==> config.mk <==
export PLATFORM = sky130hd
export DESIGN_NAME = fuse_detect
export DESIGN_NICKNAME = d
export VERILOG_FILES = /design/src/rtl/fuse_pkg.sv /design/src/rtl/fuse_slot_decode.sv /design/src/rtl/fuse_pair_match.sv /design/src/rtl/fuse_detect.sv
export SDC_FILE = /design/constraint.sdc
export NUM_CORES = 1
export LEC_CHECK = 0
export BUFFER_PORTS_ARGS = -buffer_cell sky130_fd_sc_hd__buf_2
export CAP_MARGIN = 15
export CORE_ASPECT_RATIO = 0.9
export CORE_MARGIN = 3
export CORE_UTILIZATION = 25
export DETAILED_ROUTE_END_ITERATION = 8
export HOLD_SLACK_MARGIN = 0.05
export PLACE_DENSITY = 0.58
export SLEW_MARGIN = 40
export SYNTH_ARGS = -nofsm -noshare
export SYNTH_HDL_FRONTEND = slang
export SYNTH_SLANG_ARGS = --single-unit
export TNS_END_PERCENT = 50
==> constraint.sdc <==
create_clock -name clk -period 2.7 [get_ports clk]
set_input_delay 0.54 -clock clk [delete_from_list [all_inputs] [get_ports clk]]
set_output_delay 0.54 -clock clk [all_outputs]
set_load 0.03 [all_outputs]
==> src/rtl/fuse_pkg.sv <==
package fuse_pkg;

    localparam int XLEN      = 64;
    localparam int ILEN      = 32;
    localparam int REG_W     = 5;
    localparam int SHAMT_W   = 6;
    localparam int NUM_KINDS = 19;
    localparam int KIND_W    = $clog2(NUM_KINDS + 1);
    localparam int HALF      = XLEN / 2;

    localparam logic [6:0] OPC_LUI    = 7'b0110111;
    localparam logic [6:0] OPC_AUIPC  = 7'b0010111;
    localparam logic [6:0] OPC_OPIMM  = 7'b0010011;
    localparam logic [6:0] OPC_OP     = 7'b0110011;
    localparam logic [6:0] OPC_JALR   = 7'b1100111;
    localparam logic [6:0] OPC_BRANCH = 7'b1100011;
    localparam logic [6:0] OPC_LOAD   = 7'b0000011;

    typedef enum logic [KIND_W-1:0] {
        FK_NONE       = KIND_W'(0),
        FK_LUI_ADDI   = KIND_W'(1),
        FK_SLLI_ADD   = KIND_W'(2),
        FK_AUIPC_JALR = KIND_W'(3),
        FK_ADDI_BNE   = KIND_W'(4),
        FK_LUI_LD     = KIND_W'(5)
    } fkind_e;

    typedef struct packed {
        logic             is_lui;
        logic             is_auipc;
        logic             is_addi;
        logic             is_slli;
        logic             is_add;
        logic             is_jalr;
        logic             is_bne;
        logic             is_ld;
        logic [REG_W-1:0] rd;
        logic [REG_W-1:0] rs1;
        logic [REG_W-1:0] rs2;
        logic [XLEN-1:0]  imm_u;
        logic [XLEN-1:0]  imm_i;
        logic [XLEN-1:0]  imm_b;
        logic [SHAMT_W-1:0] shamt;
    } slot_info_t;

    typedef struct packed {
        logic             fuse;
        fkind_e           kind;
        logic [REG_W-1:0] rd;
        logic [REG_W-1:0] rs1;
        logic [REG_W-1:0] rs2;
        logic [XLEN-1:0]  imm;
    } fuse_desc_t;

    typedef struct packed {
        logic            v0;
        logic [ILEN-1:0] i0;
        logic            v1;
        logic [ILEN-1:0] i1;
        fuse_desc_t      desc;
    } out_state_t;

endpackage

==> src/rtl/fuse_slot_decode.sv <==
module fuse_slot_decode
    import fuse_pkg::*;
(
    input  logic [ILEN-1:0] instr,
    output slot_info_t      info
);
    logic [6:0] opc;
    logic [2:0] f3;
    logic [31:0] u_raw;
    logic [12:0] b_raw;

    always_comb begin
        opc   = instr[6:0];
        f3    = instr[14:12];
        u_raw = {instr[31:12], 12'b0};
        b_raw = {instr[31], instr[7], instr[30:25], instr[11:8], 1'b0};

        info          = '0;
        info.is_lui   = (opc == OPC_LUI);
        info.is_auipc = (opc == OPC_AUIPC);
        info.is_addi  = (opc == OPC_OPIMM) && (f3 == 3'b000);
        info.is_slli  = (opc == OPC_OPIMM) && (f3 == 3'b001) && (instr[31:26] == 6'b0);
        info.is_add   = (opc == OPC_OP) && (f3 == 3'b000) && (instr[31:25] == 7'b0);
        info.is_jalr  = (opc == OPC_JALR) && (f3 == 3'b000);
        info.is_bne   = (opc == OPC_BRANCH) && (f3 == 3'b001);
        info.is_ld    = (opc == OPC_LOAD) && (f3 == 3'b011);
        info.rd       = instr[11:7];
        info.rs1      = instr[19:15];
        info.rs2      = instr[24:20];
        info.imm_u    = {{(XLEN-32){u_raw[31]}}, u_raw};
        info.imm_i    = {{(XLEN-12){instr[31]}}, instr[31:20]};
        info.imm_b    = {{(XLEN-13){b_raw[12]}}, b_raw};
        info.shamt    = instr[25:20];
    end
endmodule

==> src/rtl/fuse_pair_match.sv <==
module fuse_pair_match
    import fuse_pkg::*;
(
    input  logic       lead_v,
    input  logic       fol_v,
    input  slot_info_t lead,
    input  slot_info_t fol,
    output fuse_desc_t desc
);
    logic both_v;
    logic lead_nz;
    logic same_rd;
    logic rd_on_1;
    logic rd_on_2;

    always_comb begin
        both_v  = lead_v && fol_v;
        lead_nz = (lead.rd != '0);
        same_rd = (fol.rd == lead.rd);
        rd_on_1 = (fol.rs1 == lead.rd);
        rd_on_2 = (fol.rs2 == lead.rd);

        desc = '0;
        if (both_v && lead_nz) begin
            if (lead.is_lui && fol.is_addi && rd_on_1 && same_rd) begin
                desc.fuse = 1'b1;
                desc.kind = FK_LUI_ADDI;
                desc.rd   = lead.rd;
                desc.imm  = lead.imm_u + fol.imm_i;
            end else if (lead.is_slli && fol.is_add && same_rd && (rd_on_1 ^ rd_on_2)) begin
                desc.fuse = 1'b1;
                desc.kind = FK_SLLI_ADD;
                desc.rd   = lead.rd;
                desc.rs1  = lead.rs1;
                desc.rs2  = rd_on_1 ? fol.rs2 : fol.rs1;
                desc.imm  = XLEN'(lead.shamt);
            end else if (lead.is_auipc && fol.is_jalr && rd_on_1) begin
                desc.fuse = 1'b1;
                desc.kind = FK_AUIPC_JALR;
                desc.rd   = fol.rd;
                desc.rs1  = lead.rd;
                desc.imm  = lead.imm_u + fol.imm_i;
            end else if (lead.is_addi && fol.is_bne && (rd_on_1 || rd_on_2)) begin
                desc.fuse = 1'b1;
                desc.kind = FK_ADDI_BNE;
                desc.rd   = lead.rd;
                desc.rs1  = lead.rs1;
                desc.rs2  = rd_on_1 ? fol.rs2 : fol.rs1;
                desc.imm  = {fol.imm_b[HALF-1:0], lead.imm_i[HALF-1:0]};
            end else if (lead.is_lui && fol.is_ld && rd_on_1 && same_rd) begin
                desc.fuse = 1'b1;
                desc.kind = FK_LUI_LD;
                desc.rd   = lead.rd;
                desc.imm  = lead.imm_u + fol.imm_i;
            end
        end
    end
endmodule

==> src/rtl/fuse_detect.sv <==
module fuse_detect
    import fuse_pkg::*;
(
    input  logic              clk,
    input  logic              rst_n,
    input  logic              in_v0,
    input  logic [ILEN-1:0]   in_instr0,
    input  logic              in_v1,
    input  logic [ILEN-1:0]   in_instr1,
    output logic              out_v0,
    output logic [ILEN-1:0]   out_instr0,
    output logic              out_v1,
    output logic [ILEN-1:0]   out_instr1,
    output logic              fuse,
    output logic [KIND_W-1:0] fuse_kind,
    output logic [REG_W-1:0]  fuse_rd,
    output logic [REG_W-1:0]  fuse_rs1,
    output logic [REG_W-1:0]  fuse_rs2,
    output logic [XLEN-1:0]   fuse_imm
);
    localparam int SLOTS = 2;

    logic [ILEN-1:0] slot_word [SLOTS];
    slot_info_t      slot_info [SLOTS];
    fuse_desc_t      desc_c;
    out_state_t      state_d;
    out_state_t      state_q;

    assign slot_word[0] = in_instr0;
    assign slot_word[1] = in_instr1;

    for (genvar s = 0; s < SLOTS; s++) begin : g_slot
        fuse_slot_decode i_dec (
            .instr (slot_word[s]),
            .info  (slot_info[s])
        );
    end

    fuse_pair_match i_match (
        .lead_v (in_v0),
        .fol_v  (in_v1),
        .lead   (slot_info[0]),
        .fol    (slot_info[1]),
        .desc   (desc_c)
    );

    always_comb begin
        state_d      = '0;
        state_d.v0   = in_v0;
        state_d.i0   = in_instr0;
        state_d.v1   = in_v1 && !desc_c.fuse;
        state_d.i1   = in_instr1;
        state_d.desc = desc_c;
    end

    always_ff @(posedge clk) begin
        if (!rst_n) state_q <= '0;
        else        state_q <= state_d;
    end

    assign out_v0     = state_q.v0;
    assign out_instr0 = state_q.i0;
    assign out_v1     = state_q.v1;
    assign out_instr1 = state_q.i1;
    assign fuse       = state_q.desc.fuse;
    assign fuse_kind  = state_q.desc.kind;
    assign fuse_rd    = state_q.desc.rd;
    assign fuse_rs1   = state_q.desc.rs1;
    assign fuse_rs2   = state_q.desc.rs2;
    assign fuse_imm   = state_q.desc.imm;
endmodule

# Word-level counts from Yosys, hierarchy flattened
# Index checks and enable logic that the tools add are counted.
[totals]
out_inout_bits = 151
input_bits = 68
word_cells = 81
register_bits = 151
[classes]
n_mux = 14
n_eq_ne = 14
add_sub_neg = 1
reduce_logical = 36
bitwise_logic = 3
[op_table]
columns = ["operator", "n"]
rows = [
  ["2-to-1 mux 64 bit", 4],
  ["2-to-1 mux 85 bit", 2],
  ["adder 32 x 12 -> 33 bit", 1],
  ["2-to-1 mux 11 bit", 3],
  ["logical AND 1 bit", 25],
  ["== test 7 x 5 -> 1 bit (second input constant)", 3],
  ["2-to-1 mux 10 bit", 2],
  ["2-to-1 mux 16 bit", 1],
  ["== test 5 bit", 3],
  ["== test 7 x 6 -> 1 bit (second input constant)", 2],
  ["== test 7 bit (second input constant)", 2],
  ["2-to-1 mux 5 bit", 2],
  ["== test 7 x 2 -> 1 bit (second input constant)", 1],
  ["zero test 7 bit", 1],
  ["== test 3 x 1 -> 1 bit (second input constant)", 2],
  ["zero test 3 bit", 2],
  ["zero test 6 bit", 1],
  ["OR reduction 6 bit", 1],
  ["nonzero test 5 bit", 1],
  ["OR reduction 5 bit", 1],
  ["== test 3 x 2 -> 1 bit (second input constant)", 1],
  ["OR reduction 3 bit", 1],
  ["NOT 1 bit", 2],
  ["AND reduction 2 bit", 1],
  ["other kinds (3)", 3],
]

# Logic depth before layout (Yosys ltp)
[logic_depth]
ltp_word = 13
ltp_mapped = 14
depth_no_buf = 11

# Hierarchy
# A second synthesis with hierarchy kept.
[hier_totals]
hier_cells = 1572
hier_area_um2 = 12592.1
[by_module_without_submodules]
columns = ["module", "area_each_um2", "n_inst", "cells_each", "seq_area_each_um2"]
rows = [
  ["fuse_pair_match", 4976.0, 1, 782, 0.0],
  ["fuse_detect", 4112.7, 1, 318, 3022.9],
  ["fuse_slot_decode", 1751.7, 2, 236, 0.0],
]

# Worst setup path before layout
# Ideal clock, no wire load.
[synth_path]
path_kind = "in2reg"
from = "input in_instr0[11]"
to = "register state_q, in the netlist fuse_imm[22]"
setup_ns = 0.074
required_time_ns = 2.626
arrival_time_ns = 2.649
n_path_buf = 3
slack_ns = -0.023
cell_stages = 13
path_cell_list = "clkbuf_1 xor2_1 nor2_4 inv_2 ha_1 nor4_1 nand3b_1 or3_1 clkbuf_1 nor2_2 nand2_1 clkbuf_1 o21ai_0"
[synth_between]
elab_chain_len = 8
word_cells_on_any_way = 21
cone_classes = "3 x eq/ne; 5 x mux; 1 x bitwise; 12 x reduce/logical"
[synth_rtl]
columns = ["element", "line_no", "rtl"]
rows = [
  ["start: declaration", "fuse_detect.sv:7", "input logic [ILEN-1:0] in_instr0,"],
  ["== test 5 bit", "fuse_pair_match.sv:20", "rd_on_1 = (fol.rs1 == lead.rd);"],
  ["logical AND 1 bit (2 in series)", "fuse_pair_match.sv:50", "end else if (lead.is_lui && fol.is_ld && rd_on_1 && same_rd) begin"],
  ["2-to-1 mux 64 bit", "fuse_pair_match.sv:50", ""],
  ["2-to-1 mux 64 bit", "fuse_pair_match.sv:43", "end else if (lead.is_addi && fol.is_bne && (rd_on_1 || rd_on_2)) begin"],
  ["2-to-1 mux 64 bit", "fuse_pair_match.sv:37", "end else if (lead.is_auipc && fol.is_jalr && rd_on_1) begin"],
  ["2-to-1 mux 85 bit", "fuse_pair_match.sv:30", "end else if (lead.is_slli && fol.is_add && same_rd && (rd_on_1 ^ rd_on_2)) begin"],
  ["2-to-1 mux 64 bit", "fuse_pair_match.sv:25", "if (lead.is_lui && fol.is_addi && rd_on_1 && same_rd) begin"],
  ["end signal: assignment", "fuse_detect.sv:58", "else state_q <= state_d;"],
  ["end: declaration", "fuse_detect.sv:27", "out_state_t state_q;"],
]
# Parallel ways exist; a longest one is shown, timed or not.
# A chain may end at the register's enable or synchronous reset.

# Worst setup path in the final report
[layout_path]
from = "input in_instr1[31]"
to = "register state_q, in the netlist fuse_imm[38]"
[layout_between]
elab_chain_len = 7
word_cells_on_any_way = 11
cone_classes = "1 x add/sub; 5 x mux; 5 x reduce/logical"
[layout_rtl]
columns = ["element", "line_no", "rtl"]
rows = [
  ["start: declaration", "fuse_detect.sv:9", "input logic [ILEN-1:0] in_instr1,"],
  ["branches (longest 6 deep; another with adder 32 x 12 -> 33 bit)", "-", ""],
  ["2-to-1 mux 64 bit (*)", "fuse_pair_match.sv:25", ""],
]
# Every way passes the cells marked *.

==> results by group <==
Outcome
  • Outcome: finished, final reports clean

STA
  • Fin crit period: 2470 ps
  • Final setup viols: 0
  • Final hold vios: 0
  • Slew HR: 63.2%
  • Worst-margin pin slew: 553 ps
  • Slew Limit Fails: 0
  • Final hold slack: 346 ps
  • RSZ-0062 raised after global routing: false
  • Final period utilization: 91.3%
  • Fmax: 406 MHz

Setup path
  • Critical path capture point type: flop
  • Stages on the worst setup path: 12
  • Critical Path Fanout Max: 13
  • Critical-path cell list: buf_2 -> ha_1 -> inv_1 -> fa_1 -> nand2b_1 -> a21oi_1 -> o2111ai_1 -> a21oi_1 -> or4_1 -> a31oi_4 -> buf_12 -> a21o_1
  • Delay of the slowest cell on the worst path: 380 ps
  • Capture point of the worst path: fuse_imm[38]
  • CP most frequent cell: a21oi_1
  • Setup crit start kind: input port
  • Worst path bufs/invs: 3
  • Top Family by Delay on Critical Path: compound AO/OA/AOI/OAI gates
  • Slowest cell on crit path: fa_1
  • CP Data Required Time: 3000 ps
  • CP Launch Point: in_instr1[31]
  • Crit path DAT: 2770 ps
  • Critical path class: in2reg

Synthesis
  • Area share of fa/ha/maj cells after synthesis: 5.25%
  • Post-synthesis simple-gate area fraction: 18.6%
  • Main flop type after synthesis: dfxtp_1
  • Synthesized instance count: 543
  • Compound-Gate Fraction of Synth Area: 16.1%
  • Post-synth EDFFs: 0
  • Register area share after synthesis: 48.3%
  • Mapped Area: 5390 um^2
  • Ys Warns: 0
  • Largest family of logic cells by synthesized area: simple AND/OR/NAND/NOR gates
  • Post-Synth XOR/XNOR Area: 5.43%
  • Distinct cells, synth: 60
  • Synthesized flop and latch total: 130
  • Mux contribution to synthesized area: 0%
  • Syn Area/Cell: 9.93 um^2
  • Async SR Flop Fraction: 0%

Layout
  • Multi-input logic area: 2470 um^2
  • Most frequent cells in the layout: buf_2, dfxtp_1, buf_4
  • Fillers: 2194
  • Area delta synth->final: 46.4%
  • Storage element area: 2600 um^2
  • Commonest non-fill, non-tap cell in the layout: buf_2
  • Final-stage net count: 911
  • Share of cells above drive strength 1: 42.1%
  • Diode count: 0

Detailed routing
  • Vias: 4813
  • WL/cell: 15.6 um
  • DRC: 0
  • Via density: 4.30
  • Routed WL: 17400 um
  • Post-route ant nets: 0
  • DRT Pass-1 Iters: 4
  • DRT iter0 DRCs: 276

Global route
  • Overflow after GRT: 0
  • Initial antenna violation count: 0
  • Number of global-route vias before repair: 4596
  • Pin count of the biggest net entering global routing: 67
  • Overall Global Routing Usage: 14.8%
  • First-pass GRT wire length: 26700 um

Clock tree
  • Postcts setup bufs: 0
  • Post-CTS Hold Fix Bufs: 0
  • Bufs on Longest Clock Path: 2
  • Clock-pin transition on the worst setup and hold timing paths: 60 ps
  • Clock Tree Root: clkbuf_16
  • CTS tree: done
  • CTS sink count: 130
  • CTS HTree Levels: 4
  • CTS Buf Count: 17
  • CTS resizes: 0

Power and ir drop
  • Worst VDD drop: 0.291 mV
  • NetSw: 1.36 mW
  • Flop pwr share: 38.3%
  • Leak: 3.94 nW
  • Comb power frac: 14.4%
  • Total power: 5.17 mW
  • Switching Share: 26.3%
  • Int Pwr: 3.80 mW
  • Power per Cell Area: 655 nW/um^2
  • Share of total power in the clock network: 47.2%

Placement
  • IO buf count: 216
  • Dpl hpwl: 13600 um
  • Routability cong.: 0.813

Die
  • Initial Util: 25.6%
  • Rows: 50
  • Die H: 145 um
  • Placeable Area: 21000 um^2
  • Die area: 23400 um^2
  • Die width: 161 um
  • I/O pin cnt: 219

Flow run
  • Max-Cap Viols: 0

Hold path
  • Hold crit path type: in2reg
[metrics by stage]
stage | std cells | util [%] | setup TNS, ps | instance area (um^2) | worst slack (ps)
after floorplan | 544 | - | 0 | 5400 | 42.2
after global placement | 1088 | 34.5 | -6470 | 7260 | -204
after detailed placement | 1088 | 34.5 | -8660 | 7260 | -249
after CTS | 1120 | 37.5 | 0 | 7890 | 183
after global routing | 1120 | 37.5 | 0 | 7890 | 55.0
final | 1120 | 37.5 | 0 | 7890 | 234
[final cells by class]
| cell class | instances | area share [%] |
|---|---|---|
| Sequential cell | 130 | 33.0 |
| Multi-Input combinational cell | 358 | 31.3 |
| Timing Repair Buffer | 303 | 22.8 |
| Clock buffer | 19 | 5.74 |
| Tap cell | 286 | 4.53 |
| Clock inverter | 13 | 2.19 |
| Inverter | 11 | 0.539 |
[kinds of logic after synthesis]
| family | Yosys count |
|---|---|
| compound gates | 128 |
| xor+xnor | 30 |
| fa+ha+maj | 22 |
| buf+inv | 56 |
| flops | 130 |
| other cells | 1 |
| simple gates | 176 |
[routing by layer]
| metal | vias up | routed length [um] | part of all wire [%] | track usage, % |
|---|---|---|---|---|
| met1 | 2226 | 7910 | 45 | 18.7 |
| met4 | 0 | 178 | 1.0 | 3.78 |
| met3 | 10 | 990 | 5.7 | 4.11 |
| li1 | 2428 | - | - | - |
| met2 | 149 | 8350 | 48 | 24.9 |
| met5 | - | 0 | 0 | 0 |
[worst min-delay path by stage]
| stage | from | endpoint | cells after the start |
|---|---|---|---|
| global route | in_instr0[3] | out_instr0[3] | 2 |
| floorplan | in_instr1[10] | fuse_imm[35] | 1 |
| CTS | in_instr1[3] | out_instr1[3] | 2 |
| detailed placement | in_instr1[3] | out_instr1[3] | 2 |
| finish | in_instr1[3] | out_instr1[3] | 2 |
| global placement | in_instr1[3] | out_instr1[3] | 2 |
[registers in the layout, indices dropped and copies added (netlist names)]
register / cells
fuse_rs2: 5
out_v0: 1
out_instr0: 32
out_instr1: 32
fuse_kind: 3
fuse: 1
out_v1: 1
fuse_imm: 45
fuse_rs1: 5
fuse_rd: 5
[cells in the mapped netlist (3+ instances only)]
| library cell | n | share of area, % |
|---|---|---|
| xnor2_1 | 14 | 2.3 |
| buf_6 | 5 | 1.0 |
| nor2b_1 | 3 | 0.35 |
| a22oi_1 | 5 | 0.70 |
| nor4_1 | 6 | 0.70 |
| nor2_1 | 19 | 1.3 |
| inv_1 | 9 | 0.63 |
| nand3_1 | 11 | 1.0 |
| ha_1 | 21 | 4.9 |
| a21o_1 | 20 | 2.8 |
| dfxtp_1 | 130 | 48 |
| xnor2_2 | 4 | 1.2 |
| nand2b_1 | 7 | 0.81 |
| or3_1 | 3 | 0.35 |
| a211oi_1 | 4 | 0.56 |
| nand2_1 | 33 | 2.3 |
| o21ai_0 | 30 | 2.8 |
| and2_1 | 66 | 7.7 |
| clkbuf_1 | 15 | 1.0 |
| o211ai_1 | 4 | 0.56 |
| nor3_1 | 7 | 0.65 |
| xor2_1 | 12 | 1.9 |
| a21oi_1 | 31 | 2.9 |
| a22o_1 | 16 | 2.6 |
| buf_4 | 22 | 3.1 |
[power by group through the flow]
stage               clock, mW  combinational, mW  sequential [mW]
floorplan                   0              0.309             2.13
global placement            0              0.746             2.02
detailed placement          0              0.745             2.02
CTS                      2.50              0.750             1.98
global route             2.58              0.814             1.98
finish                   2.44              0.746             1.98
No activity file was read; power rests on OpenSTA's default activity.
